File: src/rtl/dphy_cfg_pkg.sv
package dphy_cfg_pkg;

    localparam int unsigned STEP_COUNT = 17;
    localparam int unsigned STEP_W     = $clog2(STEP_COUNT);

    localparam logic [STEP_W-1:0] STEP_VCO      = STEP_W'(0);
    localparam logic [STEP_W-1:0] STEP_CP       = STEP_W'(1);
    localparam logic [STEP_W-1:0] STEP_LPF      = STEP_W'(2);
    localparam logic [STEP_W-1:0] STEP_HSFREQ   = STEP_W'(3);
    localparam logic [STEP_W-1:0] STEP_PLL_IDIV = STEP_W'(4);
    localparam logic [STEP_W-1:0] STEP_PLL_FBLO = STEP_W'(5);
    localparam logic [STEP_W-1:0] STEP_PLL_EN_A = STEP_W'(6);
    localparam logic [STEP_W-1:0] STEP_PLL_FBHI = STEP_W'(7);
    localparam logic [STEP_W-1:0] STEP_PLL_EN_B = STEP_W'(8);
    localparam logic [STEP_W-1:0] STEP_BIAS     = STEP_W'(9);
    localparam logic [STEP_W-1:0] STEP_TERM_LO  = STEP_W'(10);
    localparam logic [STEP_W-1:0] STEP_TERM_HI  = STEP_W'(11);
    localparam logic [STEP_W-1:0] STEP_BG_LO    = STEP_W'(12);
    localparam logic [STEP_W-1:0] STEP_BG_HI    = STEP_W'(13);
    localparam logic [STEP_W-1:0] STEP_T_LP     = STEP_W'(14);
    localparam logic [STEP_W-1:0] STEP_T_PRE    = STEP_W'(15);
    localparam logic [STEP_W-1:0] STEP_T_ZERO   = STEP_W'(16);
    localparam logic [STEP_W-1:0] STEP_LAST     = STEP_T_ZERO;

    // Register addresses (the receiving PHY decodes these)
    localparam logic [7:0] A_VCO    = 8'h10;
    localparam logic [7:0] A_CP     = 8'h11;
    localparam logic [7:0] A_LPF    = 8'h12;
    localparam logic [7:0] A_HSFREQ = 8'h44;
    localparam logic [7:0] A_IDIV   = 8'h17;
    localparam logic [7:0] A_FBDIV  = 8'h18;
    localparam logic [7:0] A_DIVEN  = 8'h19;
    localparam logic [7:0] A_BIAS   = 8'h20;
    localparam logic [7:0] A_TERM   = 8'h21;
    localparam logic [7:0] A_BGAP   = 8'h22;
    localparam logic [7:0] A_T_LP   = 8'h70;
    localparam logic [7:0] A_T_PRE  = 8'h71;
    localparam logic [7:0] A_T_ZERO = 8'h72;

    // Fixed data patterns and enable bits
    localparam logic [7:0] D_VCO_BASE = 8'h83;
    localparam logic [7:0] D_CP       = 8'h03;
    localparam logic [7:0] D_LPF      = 8'hC1;
    localparam logic [7:0] D_DIVEN    = 8'h30;
    localparam logic [7:0] D_BIAS     = 8'h0F;
    localparam logic [7:0] D_TERM_LO  = 8'h4B;
    localparam logic [7:0] D_TERM_HI  = 8'h9D;
    localparam logic [7:0] D_BG_LO    = 8'h43;
    localparam logic [7:0] D_BG_HI    = 8'h84;
    localparam logic [7:0] D_T_LP     = 8'h8F;
    localparam logic [7:0] D_T_PRE    = 8'hAD;
    localparam logic [7:0] D_T_ZERO   = 8'h8A;
    localparam logic [7:0] EN_LOW     = 8'h40;
    localparam logic [7:0] EN_HIGH    = 8'h80;

    typedef enum logic {
        SEQ_IDLE = 1'b0,
        SEQ_RUN  = 1'b1
    } seq_state_e;

endpackage

File: src/rtl/dphy_vco_calc.sv
module dphy_vco_calc #(
    parameter int RATE_W    = 12,
    parameter int VCO_W     = 3,
    parameter int LOW_LIMIT = 200,
    parameter int BIAS      = 100,
    parameter int DIVISOR   = 200
) (
    input  logic [RATE_W-1:0] rate_i,
    output logic [VCO_W-1:0]  vco_o
);
    localparam int SUM_W   = RATE_W + 1;
    localparam int VCO_MAX = (1 << VCO_W) - 1;

    logic [SUM_W-1:0] sum;
    logic [SUM_W-1:0] quot;

    always_comb begin
        sum  = {1'b0, rate_i} + SUM_W'(BIAS);
        quot = sum / SUM_W'(DIVISOR);
        if ({1'b0, rate_i} < SUM_W'(LOW_LIMIT)) begin
            vco_o = '0;
        end else if (quot > SUM_W'(VCO_MAX)) begin
            vco_o = VCO_W'(VCO_MAX);
        end else begin
            vco_o = quot[VCO_W-1:0];
        end
    end
endmodule

File: src/rtl/dphy_cfg_step_next.sv
module dphy_cfg_step_next
    import dphy_cfg_pkg::*;
(
    input  logic [STEP_W-1:0] step_i,
    input  logic              primary_i,
    output logic [STEP_W-1:0] next_o,
    output logic              last_o
);
    always_comb begin
        last_o = (step_i == STEP_LAST);
        if (step_i == STEP_HSFREQ && !primary_i) begin
            next_o = STEP_BIAS;
        end else begin
            next_o = step_i + STEP_W'(1);
        end
    end
endmodule

File: src/rtl/dphy_cfg_rom.sv
module dphy_cfg_rom
    import dphy_cfg_pkg::*;
#(
    parameter int VCO_W   = 3,
    parameter int HSF_W   = 6,
    parameter int IDIV_W  = 8,
    parameter int FBDIV_W = 9
) (
    input  logic [STEP_W-1:0]  step_i,
    input  logic [VCO_W-1:0]   vco_i,
    input  logic [HSF_W-1:0]   hsf_i,
    input  logic [IDIV_W-1:0]  idiv_i,
    input  logic [FBDIV_W-1:0] fb_i,
    output logic [7:0]         addr_o,
    output logic [7:0]         data_o
);
    logic [VCO_W+7:0]   vco_ext;
    logic [HSF_W+7:0]   hsf_ext;
    logic [IDIV_W+7:0]  idiv_ext;
    logic [FBDIV_W+7:0] fb_ext;

    always_comb begin
        vco_ext  = {8'b0, vco_i};
        hsf_ext  = {8'b0, hsf_i};
        idiv_ext = {8'b0, idiv_i};
        fb_ext   = {8'b0, fb_i};
        addr_o   = A_VCO;
        data_o   = D_VCO_BASE;
        case (step_i)
            STEP_VCO: begin
                addr_o = A_VCO;
                data_o = D_VCO_BASE | {2'b00, vco_ext[2:0], 3'b000};
            end
            STEP_CP:       begin addr_o = A_CP;     data_o = D_CP;     end
            STEP_LPF:      begin addr_o = A_LPF;    data_o = D_LPF;    end
            STEP_HSFREQ: begin
                addr_o = A_HSFREQ;
                data_o = {1'b0, hsf_ext[5:0], 1'b0};
            end
            STEP_PLL_IDIV: begin addr_o = A_IDIV;   data_o = idiv_ext[7:0]; end
            STEP_PLL_FBLO: begin
                addr_o = A_FBDIV;
                data_o = EN_LOW | {3'b000, fb_ext[4:0]};
            end
            STEP_PLL_EN_A: begin addr_o = A_DIVEN;  data_o = D_DIVEN;  end
            STEP_PLL_FBHI: begin
                addr_o = A_FBDIV;
                data_o = EN_HIGH | {4'b0000, fb_ext[8:5]};
            end
            STEP_PLL_EN_B: begin addr_o = A_DIVEN;  data_o = D_DIVEN;  end
            STEP_BIAS:     begin addr_o = A_BIAS;   data_o = D_BIAS;   end
            STEP_TERM_LO:  begin addr_o = A_TERM;   data_o = D_TERM_LO; end
            STEP_TERM_HI:  begin addr_o = A_TERM;   data_o = D_TERM_HI; end
            STEP_BG_LO:    begin addr_o = A_BGAP;   data_o = D_BG_LO;  end
            STEP_BG_HI:    begin addr_o = A_BGAP;   data_o = D_BG_HI;  end
            STEP_T_LP:     begin addr_o = A_T_LP;   data_o = D_T_LP;   end
            STEP_T_PRE:    begin addr_o = A_T_PRE;  data_o = D_T_PRE;  end
            STEP_T_ZERO:   begin addr_o = A_T_ZERO; data_o = D_T_ZERO; end
            default: begin
                addr_o = A_VCO;
                data_o = D_VCO_BASE;
            end
        endcase
    end
endmodule

File: src/rtl/dphy_cfg_seq.sv
module dphy_cfg_seq
    import dphy_cfg_pkg::*;
#(
    parameter int RATE_W  = 12,
    parameter int VCO_W   = 3,
    parameter int HSF_W   = 6,
    parameter int IDIV_W  = 8,
    parameter int FBDIV_W = 9
) (
    input  logic               clk,
    input  logic               rst_n,
    input  logic               start_i,
    input  logic [RATE_W-1:0]  lane_mbps_i,
    input  logic [HSF_W-1:0]   hsfreq_i,
    input  logic [IDIV_W-1:0]  in_div_i,
    input  logic [FBDIV_W-1:0] fb_div_i,
    input  logic               primary_i,
    output logic               wr_valid_o,
    input  logic               wr_ready_i,
    output logic [7:0]         wr_addr_o,
    output logic [7:0]         wr_data_o,
    output logic               busy_o,
    output logic               done_o
);
    typedef struct packed {
        seq_state_e         state;
        logic [STEP_W-1:0]  step;
        logic [VCO_W-1:0]   vco;
        logic [HSF_W-1:0]   hsf;
        logic [IDIV_W-1:0]  idiv;
        logic [FBDIV_W-1:0] fb;
        logic               primary;
        logic               done;
    } seq_regs_t;

    seq_regs_t seq_d, seq_q;

    logic [VCO_W-1:0]  vco_now;
    logic [STEP_W-1:0] step_next;
    logic              step_last;

    dphy_vco_calc #(
        .RATE_W (RATE_W),
        .VCO_W  (VCO_W)
    ) u_vco (
        .rate_i (lane_mbps_i),
        .vco_o  (vco_now)
    );

    dphy_cfg_step_next u_next (
        .step_i    (seq_q.step),
        .primary_i (seq_q.primary),
        .next_o    (step_next),
        .last_o    (step_last)
    );

    dphy_cfg_rom #(
        .VCO_W   (VCO_W),
        .HSF_W   (HSF_W),
        .IDIV_W  (IDIV_W),
        .FBDIV_W (FBDIV_W)
    ) u_rom (
        .step_i (seq_q.step),
        .vco_i  (seq_q.vco),
        .hsf_i  (seq_q.hsf),
        .idiv_i (seq_q.idiv),
        .fb_i   (seq_q.fb),
        .addr_o (wr_addr_o),
        .data_o (wr_data_o)
    );

    always_comb begin
        seq_d      = seq_q;
        seq_d.done = 1'b0;
        case (seq_q.state)
            SEQ_IDLE: begin
                if (start_i) begin
                    seq_d.state   = SEQ_RUN;
                    seq_d.step    = STEP_VCO;
                    seq_d.vco     = vco_now;
                    seq_d.hsf     = hsfreq_i;
                    seq_d.idiv    = in_div_i;
                    seq_d.fb      = fb_div_i;
                    seq_d.primary = primary_i;
                end
            end
            SEQ_RUN: begin
                if (wr_ready_i) begin
                    if (step_last) begin
                        seq_d.state = SEQ_IDLE;
                        seq_d.step  = STEP_VCO;
                        seq_d.done  = 1'b1;
                    end else begin
                        seq_d.step = step_next;
                    end
                end
            end
            default: seq_d.state = SEQ_IDLE;
        endcase
    end

    always_ff @(posedge clk or negedge rst_n) begin
        if (!rst_n) begin
            seq_q <= '0;
        end else begin
            seq_q <= seq_d;
        end
    end

    assign wr_valid_o = (seq_q.state == SEQ_RUN);
    assign busy_o     = (seq_q.state == SEQ_RUN);
    assign done_o     = seq_q.done;
endmodule

File: config.mk
export PLATFORM = sky130hd
export DESIGN_NAME = dphy_cfg_seq
export DESIGN_NICKNAME = d
export VERILOG_FILES = /design/src/rtl/dphy_cfg_pkg.sv /design/src/rtl/dphy_vco_calc.sv /design/src/rtl/dphy_cfg_step_next.sv /design/src/rtl/dphy_cfg_rom.sv /design/src/rtl/dphy_cfg_seq.sv
export SDC_FILE = /design/constraint.sdc
export NUM_CORES = 1
export LEC_CHECK = 0
export ABC_AREA = 0
export CAP_MARGIN = 15
export CORE_ASPECT_RATIO = 1.25
export CORE_MARGIN = 2
export CORE_UTILIZATION = 55
export CTS_BUF_LIST = sky130_fd_sc_hd__clkbuf_4
export CTS_CLUSTER_DIAMETER = 40
export DETAILED_ROUTE_END_ITERATION = 8
export GPL_TIMING_DRIVEN = 0
export PLACE_DENSITY = 0.92
export SLEW_MARGIN = 0
export SYNTH_ARGS = -nofsm -noshare
export SYNTH_HDL_FRONTEND = slang
export SYNTH_SLANG_ARGS = --single-unit
File: constraint.sdc
create_clock -name clk -period 3.6 [get_ports clk]
set_clock_uncertainty 0.05 [all_clocks]
set_input_delay 0.54 -clock clk [delete_from_list [all_inputs] [get_ports clk]]
set_output_delay 0.54 -clock clk [all_outputs]
set_load 0.02 [all_outputs]
# After elaboration in Yosys (flattened, before gate mapping)
# Index checks and enable logic that the tools add are counted.
# totals
ff_bits	34
latchBits	0
ram_bits	0
romBits	0
in_bits	40
out_inout_bits	19
elab_cells	54
n_memories	0
# op_classes
addsub	2
multipliers	0
div	1
order_cmp	2
eq_ne	18
n_shift	0
mux	13
bitwise_logic	1
reduce_logical	9
# op_table
cell	count
8-bit case mux with 16 select lines	1
7-bit case mux with 12 select lines	1
5-bit by 4-bit == test with 1-bit output, second input constant	8
33-bit 2-to-1 mux	1
5-bit by 3-bit == test with 1-bit output, second input constant	4
12-bit by 7-bit adder with 13-bit output, second input constant	1
13-bit by 8-bit divider with 13-bit output, second input constant	1
13-bit by 3-bit > comparator with 1-bit output, second input constant	1
12-bit by 8-bit < comparator with 1-bit output, second input constant	1
6-bit case mux with 2 select lines	1
5-bit by 2-bit == test with 1-bit output, second input constant	2
5-bit 2-to-1 mux	2
2-bit OR reduction	4
3-bit 2-to-1 mux	2
6-bit 2-to-1 mux	1
5-bit by 1-bit adder with 5-bit output, second input constant	1
5-bit by 1-bit == test with 1-bit output, second input constant	1
5-bit == test, second input constant	1
5-bit logical NOT	1
1-bit 2-to-1 mux	4
2-bit inequality test, second input constant	2
2-bit AND reduction	2
1-bit logical AND	1
1-bit logical NOT	1
1-bit NOT	1

# Depth between registers and ports, before layout
# Gate-level depths: netlist of run 1.
# depth
depth_word	7
depth_mapped	15
depth_no_buf	14

# Modules after synthesis
# Synthesis of run 1 repeated with hierarchy kept, for this count alone.
# hier_totals
cells_unflattened	382
hier_area_um2	3535.9
# modules_own_cells
mod	instances	cells_per_inst	area_each_um2	seq_area_each_um2
dphy_cfg_seq	1	90	1462.7	850.8
dphy_vco_calc	1	162	1212.4	0.0
dphy_cfg_rom	1	112	725.7	0.0
dphy_cfg_step_next	1	18	135.1	0.0

# Worst setup path before layout of run 1
# OpenSTA, ideal clock, no wires.
# synth_path
path_kind	input port to flip-flop
from	input port lane_mbps_i[2]
to	register seq_q[25] (netlist bit)
setup_time_ps	87
t_arrival_ps	3713
t_required_ps	3463
slack_ps	-249
path_stages	14
n_path_buf	0
path_cell_list	ha_1 a211o_4 or4_1 nand3_2 a21oi_4 mux2_4 a21bo_1 o22ai_2 a31oi_2 maj3_2 nand2b_4 and2_0 a211o_1 o211ai_1
# synth_via
elab_chain_cells	5
word_cells_on_any_way	6
classes_between	add/sub (1); div (1); order compare (2); mux (2)
# synth_rtl
item	line_no	text
from (decl)	dphy_cfg_seq.sv:13	input logic [RATE_W-1:0] lane_mbps_i,
12-bit by 7-bit adder with 13-bit output	dphy_vco_calc.sv:18	sum = {1'b0, rate_i} + SUM_W'(BIAS);
13-bit by 8-bit divider with 13-bit output	dphy_vco_calc.sv:19	quot = sum / SUM_W'(DIVISOR);
13-bit by 3-bit > comparator with 1-bit output	dphy_vco_calc.sv:22	end else if (quot > SUM_W'(VCO_MAX)) begin
3-bit 2-to-1 mux	dphy_vco_calc.sv:22	
3-bit 2-to-1 mux *	dphy_vco_calc.sv:20	if ({1'b0, rate_i} < SUM_W'(LOW_LIMIT)) begin
to (signal assigned)	dphy_cfg_seq.sv:106	seq_q <= seq_d;
to (decl)	dphy_cfg_seq.sv:36	seq_regs_t seq_d, seq_q;
# Mark *: on every way between the ends. The rest lies on a longest branch, timed or not.
# A chain may end at the register's enable or synchronous reset.

# Final worst setup path of run 1
# Same ends and word-level chain as after synthesis.

==> impl_metrics.csv, run 1 <==
group,metric,value,unit
clock_network,postCtsHoldBufs,0,
timing,fin_crit_sh,108,%
power,p_leak,0.00207,µW
finish,fillers,349,
timing,max_slew.worst_pin.slew,0.775,ns
critical_path,start_kind,"input pin",
floorplanning,die_w,73.8,µm
finish,final_common_cell,"nand2_1",
floorplanning,rows,31,
synthesis,syn-num-nets,499,
timing,hold_slack,0.210,ns
placed_design,port_buffers,52,
placed_design,gp_congestion,1.01,
global_routing,grt_use_met3,4.33,%
route,viasPerCell,6.83,
synthesis,syn_area_per_cell,7.41,µm²
global_routing,overflow,0,
synthesis,ys_ff_latch,34,
finish,final_cell_mix,"nand2_1, clkdlybuf4s50_1, buf_4",
route,postRouteAntennaNets,0,
synthesis,synth_xor_area_share,2.58,%
hold_path,hold_path.class,"in2async",
synthesis,synth_fa_ha_area_share,3.25,%
finish,fin_cells,626,
synthesis,yosysSeqAreaShare,25.4,%
timing,setup_viol,2,
timing,fmax,258,MHz
clock_network,clk-insertion-delay-late,0.34,ns
critical_path,endpoint_kind,"flop",
clock_network,tritoncts,"done",
flow_run,cap_violations,0,
critical_path,arrival,4.04,ns
finish,syn2layout_area_growth,46.2,%
route,dr.pass1.iters,7,
synthesis,yosys_most_used_dff,"dfrtp_1",
synthesis,yosys_warnings,0,
global_routing,grt_max_degree,35,
timing,maxSlewHeadroom,48.0,%
critical_path,worst-endpoint-required,3.77,ns
synthesis,muxShareOfSynthArea,2.28,%
route,vias,4274,
critical_path,cpMaxStageDelayCell,"a311oi_2",
floorplanning,pin_count,59,
clock_network,htreeDepth,2,
route,wl_per_cell,22.0,µm
synthesis,synth-async-reset-ratio,100,%
synthesis,syn_inst,452,
critical_path,crit_type,"in2reg",
global_routing,grt_use_met1,38.2,%
finish,fin_nets,591,
placed_design,placed_cells,586,
placed_design,place_area,4010,µm²
global_routing,groute.usage.overall,34.5,%
critical_path,path_cells,"buf_12 > ha_4 > buf_6 > a21o_1 > a311oi_2 > buf_4 > nor3_2 > o22ai_2 > o221ai_4 > o21a_1 > o211ai_4 > a31oi_4 > maj3_2 > and2_4 > o21a_1 > o31ai_2 > o211ai_1",
clock_network,cts_sinks,34,
synthesis,synth.cell_area,3350,µm²
power,ir_drop,0.411,mV
clock_network,clockRootBuffer,"clkbuf_4",
global_routing,grt_pass1_wl,18500,µm
floorplanning,dieArea,6730,µm²
finish,final_util,83.6,%
global_routing,use_met2,61.5,%
power,total_power,2590,µW
critical_path,cp_max_fo,6,
timing,setup_slack,-0.271,ns
clock_network,ctsLongestPathBuffers,2,
clock_network,numCtsBuffers,5,
status,violations,"setup timing",
status,status,"complete, but fails checks",
synthesis,synth.distinct_cells,81,
global_routing,antenna_found_initial,0,
floorplanning,start_util,57.2,%
synthesis,synth_compound_area_share,27.5,%
finish,seqCellArea,852,µm²
timing,hold_violations,0,
finish,drive_above_1_share,28.5,%
finish,diodes,0,
critical_path,crit_top_cell,"o21a_1",
timing,min_period,3.87,ns
timing,rsz0062_at_grt,"true",
floorplanning,die_h,91.2,µm
global_routing,grt_busiest_layer,"met2",
synthesis,synth_top_family_by_area,"simple AND/OR/NAND/NOR gates",
global_routing,grt_pass1_vias,3803,
route,routed_wl,13800,µm
placed_design,dp_hpwl,7750,µm
power,p_per_area,528,nW/µm²
finish,fin_area,4900,µm²
synthesis,yosys.area_share.simple,32.0,%
route,drt_iter0_drc,624,
synthesis,synth_edf_count,0,
clock_network,clkTransAtPathRegs,0.11,ns
critical_path,slowest_delay,0.42,ns
timing,finalMaxSlewViolations,0,
route,drcViolationCount,0,
floorplanning,core_area,5860,µm²
finish,multiInputGateArea,2800,µm²
critical_path,r2r_cells,6,
cell families after synthesis:
group / count (synthesis)
other: 1
adder cells (fa/ha/maj): 9
XOR/XNOR: 9
AO/OA/AOI/OAI: 120
buffers and inverters: 44
flip-flops: 34
multiplexers: 7
AND/OR/NAND/NOR: 228
through the flow:
stage / worst slack [ns] / setup TNS (ns)
4_1_cts: -0.111 / -0.111
3_3_place_gp: -1.09 / -4.31
6_report: -0.271 / -0.465
2_1_floorplan: -0.0495 / -0.0495
5_1_grt: -0.322 / -0.601
3_5_place_dp: -1.19 / -4.31
synthesized netlist by cell type (2+ instances only):
master | count | area share [%]
a221oi_1 | 2 | 0.52
a21oi_1 | 19 | 2.8
a211oi_1 | 5 | 1.1
nand2b_1 | 8 | 1.5
o311ai_0 | 2 | 0.52
or3_1 | 5 | 0.93
a211o_1 | 4 | 1.0
inv_1 | 13 | 1.5
nor3_1 | 15 | 2.2
o21a_1 | 3 | 0.67
o31ai_1 | 6 | 1.3
a31oi_1 | 9 | 1.7
nor3b_1 | 3 | 0.67
clkbuf_1 | 16 | 1.8
o211ai_1 | 4 | 0.90
buf_6 | 5 | 1.7
dfrtp_1 | 34 | 25
buf_2 | 3 | 0.45
o22ai_1 | 4 | 0.75
a41oi_1 | 3 | 0.78
and3_1 | 5 | 0.93
buf_4 | 6 | 1.3
nand3_2 | 2 | 0.60
o31a_1 | 2 | 0.52
o21ai_1 | 2 | 0.30
xnor2_1 | 8 | 2.1
mux2i_1 | 5 | 1.5
and2_1 | 7 | 1.3
a222oi_1 | 3 | 0.90
a21o_1 | 3 | 0.67
nand2_1 | 114 | 13
nand3_1 | 16 | 2.4
o2111ai_1 | 3 | 0.78
or2_2 | 2 | 0.37
a22oi_1 | 4 | 0.90
a211oi_2 | 2 | 0.75
a21boi_0 | 2 | 0.45
o21ai_0 | 17 | 2.5
nor2b_1 | 5 | 0.93
nor2_1 | 33 | 3.7
nand4b_1 | 2 | 0.52
ha_1 | 7 | 2.6
routing by layer:
metal  wire length [µm]  up-vias
li1                   -     1801
met1               4510     1975
met2               6790      370
met3               1200      128
met4               1260        0
met5                  0        -
path summary, 6_finish.rpt:
| check | slack [ns] | end | start |
|---|---|---|---|
| min in group clk | 0.43 | seq_q[26] | seq_q[26] |
| max in group asynchronous | 2.77 | seq_q[28] | rst_n |
| max | -0.27 | seq_q[25] | lane_mbps_i[2] |
| max reg2reg | 1.66 | seq_q[25] | busy_o |
| min reg2reg | 0.43 | seq_q[26] | seq_q[26] |
| min | 0.21 | seq_q[31] | rst_n |
sequential cells by signal, summed over array words and instances (netlist names):
register and count:
done_o 1, busy_o 1, seq_q 32
layout make-up:
type / instances / area share, %
well taps: 82 / 2.10
repair buffers: 86 / 16.5
flip-flops and latches: 34 / 17.4
inverters: 13 / 0.997
plain buffers: 30 / 4.75
clock buffers: 6 / 0.920
multi-input cells: 374 / 57.1
clock inverters: 1 / 0.153
critical path: cells and delay by family:
kind / cells / cell delay, ns
AOI/OAI and AO/OA: 10 / 2.31
adders and majority gates: 2 / 0.52
buffers and inverters: 3 / 0.43
and+or+nand+nor: 2 / 0.24
power breakdown:
part	leakage [µW]	internal (µW)	switching, µW
clock network	0.0000278	80.5	135
logic	0.00162	793	1080
registers	0.000425	447	53.0
total	0.00207	1320	1270
what timing repair did:
| action | 4_1_cts | 5_1_grt |
|---|---|---|
| pin swaps | 26 | 38 |
| setup endpoints to repair | 13 | 9 |
| gates resized for setup | 80 | 68 |
| buffers inserted | 17 | 17 |
No activity file was read; power rests on OpenSTA's default activity.
==> run 2, diff against run 1 <==
Settings changed: CTS_CLUSTER_SIZE set to 12.
==> results of run 2 <==
The final DEF is identical to that of run 1; final timing and power are the same.
